`src/rtl/dmac_pkg.sv`:
```
// Package: shared constants and the register address map for the DMA
// channel control/status block. Assumes a 2-bit register address space.
package dmac_pkg;

    typedef enum logic [1:0] {
        ADDR_STATUS  = 2'd0,
        ADDR_SEL_INT = 2'd1,
        ADDR_SEL_BR  = 2'd2,
        ADDR_SEL_WT  = 2'd3
    } csr_addr_e;

    // Flag positions inside the run-state byte (offset from its bit 0)
    localparam int RS_BRANCH = 0;
    localparam int RS_RSVD   = 1;
    localparam int RS_ACTIVE = 2;
    localparam int RS_DEAD   = 3;
    localparam int RS_WAKE   = 4;
    localparam int RS_FLUSH  = 5;
    localparam int RS_PAUSE  = 6;
    localparam int RS_RUN    = 7;

    localparam int NUM_SEL   = 3;

endpackage

```
`src/rtl/dmac_runstate.sv`:
```
// Module: run-state byte of the channel status word.
// Holds run, pause, flush, wake, dead, active and branch-taken flags.
// Assumes RS_W >= 8; flags sit at fixed offsets from the package.
module dmac_runstate
    import dmac_pkg::*;
#(
    parameter int RS_W = 8
) (
    input  logic            clk,
    input  logic            rst_n,
    input  logic            wr_hit,
    input  logic [RS_W-1:0] wr_mask,
    input  logic [RS_W-1:0] wr_data,
    input  logic            seq_active,
    input  logic            seq_dead_set,
    input  logic            branch_taken,
    output logic [RS_W-1:0] rs_q
);

    logic [RS_W-1:0] rs_d;
    logic [RS_W-1:0] sw_sel;

    // Per-bit software write enable
    assign sw_sel = wr_hit ? wr_mask : '0;

    // Next-state for every run-state flag
    always_comb begin
        rs_d = '0;
        rs_d[RS_RUN]    = sw_sel[RS_RUN]   ? wr_data[RS_RUN]   : rs_q[RS_RUN];
        rs_d[RS_PAUSE]  = sw_sel[RS_PAUSE] ? wr_data[RS_PAUSE] : rs_q[RS_PAUSE];
        rs_d[RS_FLUSH]  = sw_sel[RS_FLUSH] & wr_data[RS_FLUSH];
        rs_d[RS_WAKE]   = sw_sel[RS_WAKE]  & wr_data[RS_WAKE];
        rs_d[RS_DEAD]   = seq_dead_set | (rs_q[RS_DEAD] & rs_q[RS_RUN]);
        rs_d[RS_ACTIVE] = rs_q[RS_RUN] & seq_active;
        rs_d[RS_RSVD]   = 1'b0;
        rs_d[RS_BRANCH] = branch_taken |
                          (sw_sel[RS_BRANCH] ? wr_data[RS_BRANCH] : rs_q[RS_BRANCH]);
    end

    // Run-state storage with synchronous reset
    always_ff @(posedge clk) begin
        if (!rst_n) rs_q <= '0;
        else        rs_q <= rs_d;
    end

endmodule

```
`src/rtl/dmac_devstat.sv`:
```
// Module: device-dependent status byte. Software and the device both
// update it per bit; the device update wins on a same-cycle collision.
module dmac_devstat #(
    parameter int DEV_W = 8
) (
    input  logic             clk,
    input  logic             rst_n,
    input  logic             wr_hit,
    input  logic [DEV_W-1:0] wr_mask,
    input  logic [DEV_W-1:0] wr_data,
    input  logic [DEV_W-1:0] hw_mask,
    input  logic [DEV_W-1:0] hw_val,
    output logic [DEV_W-1:0] dev_q
);

    logic [DEV_W-1:0] dev_d;

    // Per-bit merge: device first, then software, else hold
    always_comb begin
        for (int i = 0; i < DEV_W; i++) begin
            if (hw_mask[i])                dev_d[i] = hw_val[i];
            else if (wr_hit && wr_mask[i]) dev_d[i] = wr_data[i];
            else                           dev_d[i] = dev_q[i];
        end
    end

    // Device status storage with synchronous reset
    always_ff @(posedge clk) begin
        if (!rst_n) dev_q <= '0;
        else        dev_q <= dev_d;
    end

endmodule

```
`src/rtl/dmac_selbank.sv`:
```
// Module: bank of selector registers, each a match mask (upper half) and a
// match value (lower half), with one condition flag per selector.
// Assumes selector k is written when wr_en is high and wr_idx equals k.
module dmac_selbank #(
    parameter int DEV_W   = 8,
    parameter int NUM_SEL = 3,
    parameter int IDX_W   = 2
) (
    input  logic                              clk,
    input  logic                              rst_n,
    input  logic                              wr_en,
    input  logic [IDX_W-1:0]                  wr_idx,
    input  logic [2*DEV_W-1:0]                wr_mask,
    input  logic [2*DEV_W-1:0]                wr_data,
    input  logic [DEV_W-1:0]                  dev_i,
    output logic [NUM_SEL-1:0][2*DEV_W-1:0]   sel_o,
    output logic [NUM_SEL-1:0]                cond_o
);

    localparam int SEL_W = 2 * DEV_W;

    for (genvar g = 0; g < NUM_SEL; g++) begin : g_sel
        logic             hit;
        logic [SEL_W-1:0] sel_q;

        assign hit = wr_en && (wr_idx == IDX_W'(g));

        // Selector storage with masked write and synchronous reset
        always_ff @(posedge clk) begin
            if (!rst_n)   sel_q <= '0;
            else if (hit) sel_q <= (sel_q & ~wr_mask) | (wr_data & wr_mask);
        end

        assign sel_o[g]  = sel_q;
        // Match flag: masked device status against the stored value
        assign cond_o[g] = ((dev_i & sel_q[SEL_W-1:DEV_W]) == sel_q[DEV_W-1:0]);
    end

endmodule

```
`src/rtl/dmac_chan_csr.sv`:
```
// Module: top of the DMA channel control/status register block.
// Decodes the register port, joins the run-state and device bytes into the
// status word, and exposes requests and selector match flags.
// Assumes address 0 is the status word and 1..3 are the selectors.
module dmac_chan_csr
    import dmac_pkg::*;
#(
    parameter int DEV_W = 8,
    localparam int CSR_W = 2 * DEV_W
) (
    input  logic             clk,
    input  logic             rst_n,
    input  logic             sw_wr_en,
    input  logic [1:0]       sw_wr_addr,
    input  logic [CSR_W-1:0] sw_wr_mask,
    input  logic [CSR_W-1:0] sw_wr_data,
    input  logic [1:0]       sw_rd_addr,
    output logic [CSR_W-1:0] sw_rd_data,
    input  logic [DEV_W-1:0] dev_upd_mask,
    input  logic [DEV_W-1:0] dev_upd_val,
    input  logic             seq_branch_taken,
    input  logic             seq_active,
    input  logic             seq_dead_set,
    output logic [CSR_W-1:0] chan_status_o,
    output logic             run_req_o,
    output logic             pause_req_o,
    output logic             flush_req_o,
    output logic             wake_req_o,
    output logic             cond_int_o,
    output logic             cond_branch_o,
    output logic             cond_wait_o
);

    localparam int IDX_W = 2;

    logic                             st_hit;
    logic                             sel_wr;
    logic [IDX_W-1:0]                 sel_idx;
    logic [IDX_W-1:0]                 rd_idx;
    logic [DEV_W-1:0]                 rs_q;
    logic [DEV_W-1:0]                 dev_q;
    logic [NUM_SEL-1:0][CSR_W-1:0]    sel_all;
    logic [NUM_SEL-1:0]               cond_all;

    // Write decode: status word versus selector bank
    assign st_hit  = sw_wr_en && (csr_addr_e'(sw_wr_addr) == ADDR_STATUS);
    assign sel_wr  = sw_wr_en && (csr_addr_e'(sw_wr_addr) != ADDR_STATUS);
    assign sel_idx = sw_wr_addr - IDX_W'(1);
    assign rd_idx  = sw_rd_addr - IDX_W'(1);

    dmac_runstate #(.RS_W(DEV_W)) runstate_i (
        .clk          (clk),
        .rst_n        (rst_n),
        .wr_hit       (st_hit),
        .wr_mask      (sw_wr_mask[CSR_W-1:DEV_W]),
        .wr_data      (sw_wr_data[CSR_W-1:DEV_W]),
        .seq_active   (seq_active),
        .seq_dead_set (seq_dead_set),
        .branch_taken (seq_branch_taken),
        .rs_q         (rs_q)
    );

    dmac_devstat #(.DEV_W(DEV_W)) devstat_i (
        .clk     (clk),
        .rst_n   (rst_n),
        .wr_hit  (st_hit),
        .wr_mask (sw_wr_mask[DEV_W-1:0]),
        .wr_data (sw_wr_data[DEV_W-1:0]),
        .hw_mask (dev_upd_mask),
        .hw_val  (dev_upd_val),
        .dev_q   (dev_q)
    );

    dmac_selbank #(.DEV_W(DEV_W), .NUM_SEL(NUM_SEL), .IDX_W(IDX_W)) selbank_i (
        .clk     (clk),
        .rst_n   (rst_n),
        .wr_en   (sel_wr),
        .wr_idx  (sel_idx),
        .wr_mask (sw_wr_mask),
        .wr_data (sw_wr_data),
        .dev_i   (dev_q),
        .sel_o   (sel_all),
        .cond_o  (cond_all)
    );

    // Assemble the status word and the sequencer-facing outputs
    assign chan_status_o = {rs_q, dev_q};
    assign run_req_o     = rs_q[RS_RUN];
    assign pause_req_o   = rs_q[RS_PAUSE];
    assign flush_req_o   = rs_q[RS_FLUSH];
    assign wake_req_o    = rs_q[RS_WAKE];
    assign cond_int_o    = cond_all[0];
    assign cond_branch_o = cond_all[1];
    assign cond_wait_o   = cond_all[2];

    // Read mux across status word and selectors
    always_comb begin
        if (csr_addr_e'(sw_rd_addr) == ADDR_STATUS) sw_rd_data = chan_status_o;
        else                                        sw_rd_data = sel_all[rd_idx];
    end

endmodule

```
`config.mk`:
```
export PLATFORM = sky130hd
export DESIGN_NAME = dmac_chan_csr
export DESIGN_NICKNAME = d
export VERILOG_FILES = /design/src/rtl/dmac_pkg.sv /design/src/rtl/dmac_runstate.sv /design/src/rtl/dmac_devstat.sv /design/src/rtl/dmac_selbank.sv /design/src/rtl/dmac_chan_csr.sv
export SDC_FILE = /design/constraint.sdc
export NUM_CORES = 1
export LEC_CHECK = 0
export BUFFER_PORTS_ARGS = -buffer_cell sky130_fd_sc_hd__buf_2
export CAP_MARGIN = 20
export CORE_AREA = 3 3 85 87
export CTS_CLUSTER_SIZE = 30
export DETAILED_ROUTE_END_ITERATION = 10
export DIE_AREA = 0 0 88 90
export HOLD_SLACK_MARGIN = 0.06
export PLACE_DENSITY = 0.84
export RECOVER_POWER = 50
export SLEW_MARGIN = 20
export SYNTH_ARGS = -nofsm -noshare
export SYNTH_HDL_FRONTEND = slang
export SYNTH_SLANG_ARGS = --single-unit
```
`constraint.sdc`:
```
create_clock -name clk -period 3.2 [get_ports clk]
set_input_delay 0.16 -clock clk [delete_from_list [all_inputs] [get_ports clk]]
set_output_delay 0.16 -clock clk [all_outputs]
set_load 0.01 [all_outputs]
```
* After elaboration in Yosys (flattened, before gate mapping)
Index checks and enable logic that the tools add are counted.
** Operators by class
- Add/subtract/negate cells :: 2
- Multiply operators :: 0
- Div/mod/pow operators :: 0
- Magnitude comparators :: 1
- Equality and inequality tests :: 5
- Shift-type cells :: 0
- Mux-type cells :: 21
- Bitwise operators :: 17
- Reduce and logical (&&, ||, !) cells :: 25
** Operator list (number)
- AND 16 bit :: 4
- OR 16 bit :: 3
- binary-select mux 16 bit (select 2 bit) :: 1
- 2-to-1 mux 16 bit :: 2
- AND 8 bit :: 3
- == test 8 bit :: 3
- nonzero test 2 bit :: 9
- 2-to-1 mux 1 bit :: 17
- inverter 16 bit :: 1
- logical AND 1 bit :: 13
- 2-to-1 mux 8 bit :: 1
- logical NOT 2 bit :: 3
- AND 1 bit :: 4
- subtractor 2 x 1 -> 2 bit (second input constant) :: 2
- less-than comparator 2 x 3 -> 1 bit (second input constant) :: 1
- == test 2 x 1 -> 1 bit (second input constant) :: 1
- == test 2 bit (second input constant) :: 1
- OR 1 bit :: 2
** Word-level totals
- Register bits after elaboration :: 64
- Bits in latches :: 0
- Bits in writable memories :: 0
- Bits in read-only memories :: 0
- Memories kept :: 0

* Logic depth before layout (Yosys ltp)
- Word-level depth :: 5
- Gate-level depth with buffers :: 10
- Gate-level depth less buffers :: 5

* Modules after synthesis
From an unflattened synthesis, not the netlist that was laid out.
** Unflattened totals
- Cells, all modules :: 446
- Area, all modules :: 3947.5 µm²
** Modules (own cells, without submodules)
- dmac_selbank :: times used 1, cells an instance 310, area each 2556.2 µm²
- dmac_chan_csr :: times used 1, cells an instance 71, area each 723.2 µm²
- dmac_devstat :: times used 1, cells an instance 42, area each 411.6 µm²
- dmac_runstate :: times used 1, cells an instance 23, area each 256.5 µm²

* Worst setup path after synthesis
Ideal clock, no wire load.
- Path type :: input -> output
- Start :: in sw_rd_addr[0]
- End :: out sw_rd_data[10]
- Data arrival time :: 1.989 ns
- Path slack :: 1.051 ns
- Stages on the path :: 9
- Path buffers :: 4
- Cells stage by stage :: buf_2 buf_1 inv_1 ha_1 buf_2 buf_2 mux2_2 a221oi_1 a21oi_1
** Between the ends
- Word-level cells in the longest chain between the ends :: 4
- Elaborated cells between the ends (all ways) :: 5
- Classes of those cells :: add/sub (1); mux (3); reduce/logical (1)
** Ends and longest elaborated chain
- start, declared :: RTL line dmac_chan_csr.sv:17 : input logic [1:0] sw_rd_addr,
- subtractor 2 x 1 -> 2 bit :: RTL line dmac_chan_csr.sv:49 : assign rd_idx = sw_rd_addr - IDX_W'(1);
- binary-select mux 16 bit (select 2 bit) :: RTL line dmac_chan_csr.sv:99 : else sw_rd_data = sel_all[rd_idx];
- 2-to-1 mux 16 bit (implied by the code) :: RTL line dmac_chan_csr.sv:99
- 2-to-1 mux 16 bit * :: RTL line dmac_chan_csr.sv:98 : if (csr_addr_e'(sw_rd_addr) == ADDR_STATUS) sw_rd_data = chan_status_o;
- end, declared :: RTL line dmac_chan_csr.sv:18 : output logic [CSR_W-1:0] sw_rd_data,
Every way passes the cells marked *; elsewhere a longest branch is shown, timed or not. The select of a mux whose other input is x is not followed.

* Worst setup path after layout
- Start :: in sw_rd_addr[0]
- End :: out sw_rd_data[0]
Same word-level chain as after synthesis.

==> impl_metrics.tcl <==
set metrics [dict create \
    syn_nets 499 \
    post_layout_nonfiller_instances 600 \
    grt_max_degree 64 \
    busiest_layer "met2" \
    cts.sinks 63 \
    final_nets 577 \
    wl_per_cell_um 18.6 \
    clk_pin_slew_worst_paths_ns 0.07 \
    path_class "in2out" \
    synth_top_family_by_area "compound AO/OA/AOI/OAI gates" \
    fin_crit_ns 2.55 \
    cp.arrival_ns 2.39 \
    crit_chain "buf_2, inv_1, ha_1, mux2_2, a221oi_1, a21oi_1, buf_2" \
    cts_resized 0 \
    status "complete, but fails checks" \
    r2r_cells 3 \
    numPortBuffers 95 \
    cts.htree.levels 3 \
    cellLeakagePower_uw 0.00196 \
    cts_made_buffers 9 \
    ant_nets 0 \
    drv_cap 1 \
    drcViolationCount 0 \
    cp-start-kind "primary input" \
    grt_pass1_wl_um 18000 \
    boundaryPins 97 \
    fin_crit_sh 0.796 \
    place_area_um2 4140 \
    die_y_um 90 \
    start_util 0.579 \
    relSlewSlack -0.506 \
    dp_hpwl_um 7450 \
    antenna_cells 0 \
    worst_slew_pin_slew_ns 2.26 \
    critPathCaptureType "primary output" \
    drtPass1Iterations 5 \
    whs_path_depth 2 \
    crit_path_top_delay_cell "ha_1" \
    vias_per_cell 6.37 \
    r2r-end "devstat_i.dev_q[3]" \
    syn2layout_area_growth_pct 16.8 \
    num_vias 3822 \
    dp_cells 582 \
    hold_path.class "in2reg" \
    holdPathEnd "devstat_i.dev_q[0]" \
    cts-hold-fix-buffers 2 \
    use_met1 0.383 \
    gp_congestion 0.851 \
    antenna_found_initial 0 \
    cts_tree "done" \
    ys_warn_count 0 \
    max_freq_mhz 392 \
    reg2reg_slack_ns 2.20 \
    hold_violations 0 \
    yosys_register_bits 63 \
    power_density_nw_per_um2 428 \
    ys_types 38 \
    synth_xor_area_frac 0 \
    finalMaxSlewViolations 64 \
    fin_setup_tns_ns 0 \
    yosysSeqAreaShare 0.339 \
    vdd_ir_drop_max_uv 256 \
    synthSimpleGateAreaFrac 0.203 \
    critical_path_required_ns 3.04 \
    clockRootBuffer "clkbuf_8" \
    grtUsageMet3 0.0475 \
    worstHoldStart "dev_upd_mask[0]" \
    failed_checks "max-capacitance violations, max-slew violations" \
    setup_viol 0 \
    wl_um 11100 \
    post_cts_buffers 0 \
    syn_inst 440 \
    die_w_um 88 \
    clk_path_buf_depth 2 \
    nFillCells 537 \
    coreArea_um2 6420 \
    overflow 0 \
    grt_util_met2 0.442 \
    row_count 29 \
    synth_compound_area_frac 0.277 \
    timing.rr.start "devstat_i.dev_q[3]" \
    grt_usage 0.284 \
    grt_setup_unrepaired "no" \
    synth_fa_ha_area_frac 0.00337 \
    critPathMaxStageDelay_ns 0.80 \
    crit_fanout 18 \
    finish.instance_area_um2 4340 \
    drive_gt1_frac 0.218 \
    die_area_um2 7920 \
    crit_top_cell "buf_2" \
    muxShareOfSynthArea 0.0916 \
    syn_avg_cell_area_um2 8.45 \
    initialDrtViolationCount 304 \
    first_global_vias 3721 \
    synth_area_um2 3720 \
    skew_ns 0.00569 \
    worstSkewPairLatency_ns 0.34 \
]
[worst max-delay path, delay by kind of cell]
family,cells,cell delay (ns)
buffers and inverters,3,0.58
multiplexers,1,0.42
AO/OA/AOI/OAI,2,0.41
adder cells (fa/ha/maj),1,0.80
[layer usage]
layer	up-vias	routed length, um	share of wire
li1	1781	-	-
met1	1798	4720	0.42
met2	219	5150	0.46
met3	24	1050	0.095
met4	0	210	0.019
met5	-	0	0
[how the worst max path moves through the flow]
stage	depth (start not counted)	startpoint	slack, ns	to
2_1_floorplan	9	sw_rd_addr[0]	1.05	sw_rd_data[10]
3_3_place_gp	7	sw_rd_addr[0]	0.79	sw_rd_data[5]
3_5_place_dp	7	sw_rd_addr[0]	0.73	sw_rd_data[12]
4_1_cts	7	sw_rd_addr[0]	0.69	sw_rd_data[0]
5_1_grt	7	sw_rd_addr[0]	0.56	sw_rd_data[6]
6_report	7	sw_rd_addr[0]	0.65	sw_rd_data[0]
[cell usage in the layout (no fill, tap or decap), types with 2 or more instances in the layout]
master,count
buf_2,75
dfxtp_1,63
nand3_1,38
a21boi_0,37
a21oi_1,36
inv_1,33
o21ai_0,32
and3_1,23
clkbuf_1,21
nor2b_1,18
mux2_2,16
nand4_1,16
mux2i_1,16
a221oi_1,15
clkbuf_8,12
o311a_1,9
and3b_1,8
nand2b_1,8
a21o_1,6
a211oi_1,6
buf_4,5
o22ai_1,3
o22a_1,3
and4b_1,3
nand3b_1,2
and4_1,2
o21a_1,2
a21oi_2,2
clkinv_2,2
dlygate4sd3_1,2
[metrics by stage]
stage	hold WS, ns	setup slack [ns]	utilization	total power [uW]
5_1_grt	0.0891	0.557	0.676	1920
2_1_floorplan	0.299	1.05	-	1010
3_3_place_gp	0.396	0.794	0.644	1130
6_report	0.0855	0.652	0.676	1860
4_1_cts	0.0744	0.687	0.680	1860
3_5_place_dp	0.396	0.729	0.644	1140
[area by class of cell]
class,count,area [um2],area share
multi-input combinational,309,2140,0.494
sequential,63,1260,0.290
timing repair buffer,102,508,0.117
clock buffer,13,169,0.0389
inverter,33,124,0.0285
tap,77,96.3,0.0222
clock inverter,3,40.0,0.00922
[synth_stat cells]
master    count  share of area
nand3_1      38          0.051
buf_2         6         0.0081
a21boi_1      2         0.0040
nand2_1       1         0.0010
a21boi_0     36          0.073
and3b_1       8          0.019
nor2b_1      18          0.030
dfxtp_1      63           0.34
nand3b_1      2         0.0040
o22a_1        3         0.0071
mux2_2       16          0.048
a211o_1       1         0.0024
o311a_1       9          0.024
conb_1        1         0.0010
and3_1       23          0.039
a21oi_1      36          0.048
and4b_1       3         0.0081
o21ai_0      32          0.043
nand2b_1      8          0.013
inv_1        33          0.033
ha_1          1         0.0034
a22oi_1       1         0.0020
a21oi_2       2         0.0047
and4_1        2         0.0047
buf_6         3         0.0091
buf_1         1         0.0010
clkbuf_1     17          0.017
clkbuf_2      1         0.0013
o21a_1        2         0.0040
a21o_1        6          0.012
nor3b_4       1         0.0050
mux2i_1      16          0.043
buf_4         7          0.014
a221oi_1     15          0.035
nor2_1        1         0.0010
nand4_1      16          0.027
a211oi_1      6          0.012
o22ai_1       3         0.0050
[kinds of logic (layout without fill, tap and decap cells)]
kind of cell    count (synthesis)  in the layout
flops                          63             63
fa+ha+maj                       1              1
mux                            32             32
buf+inv                        68            151
other cells                     1              1
compound gates                154            154
simple gates                  121            121
[power breakdown]
part / leakage (uW) / total, uW / internal (uW) / switching [uW]
logic: 0.00134 / 291 / 122 / 169
clock network: 0.000109 / 730 / 421 / 309
registers: 0.000512 / 838 / 807 / 31.2
Power figures use the tool's default switching activity.
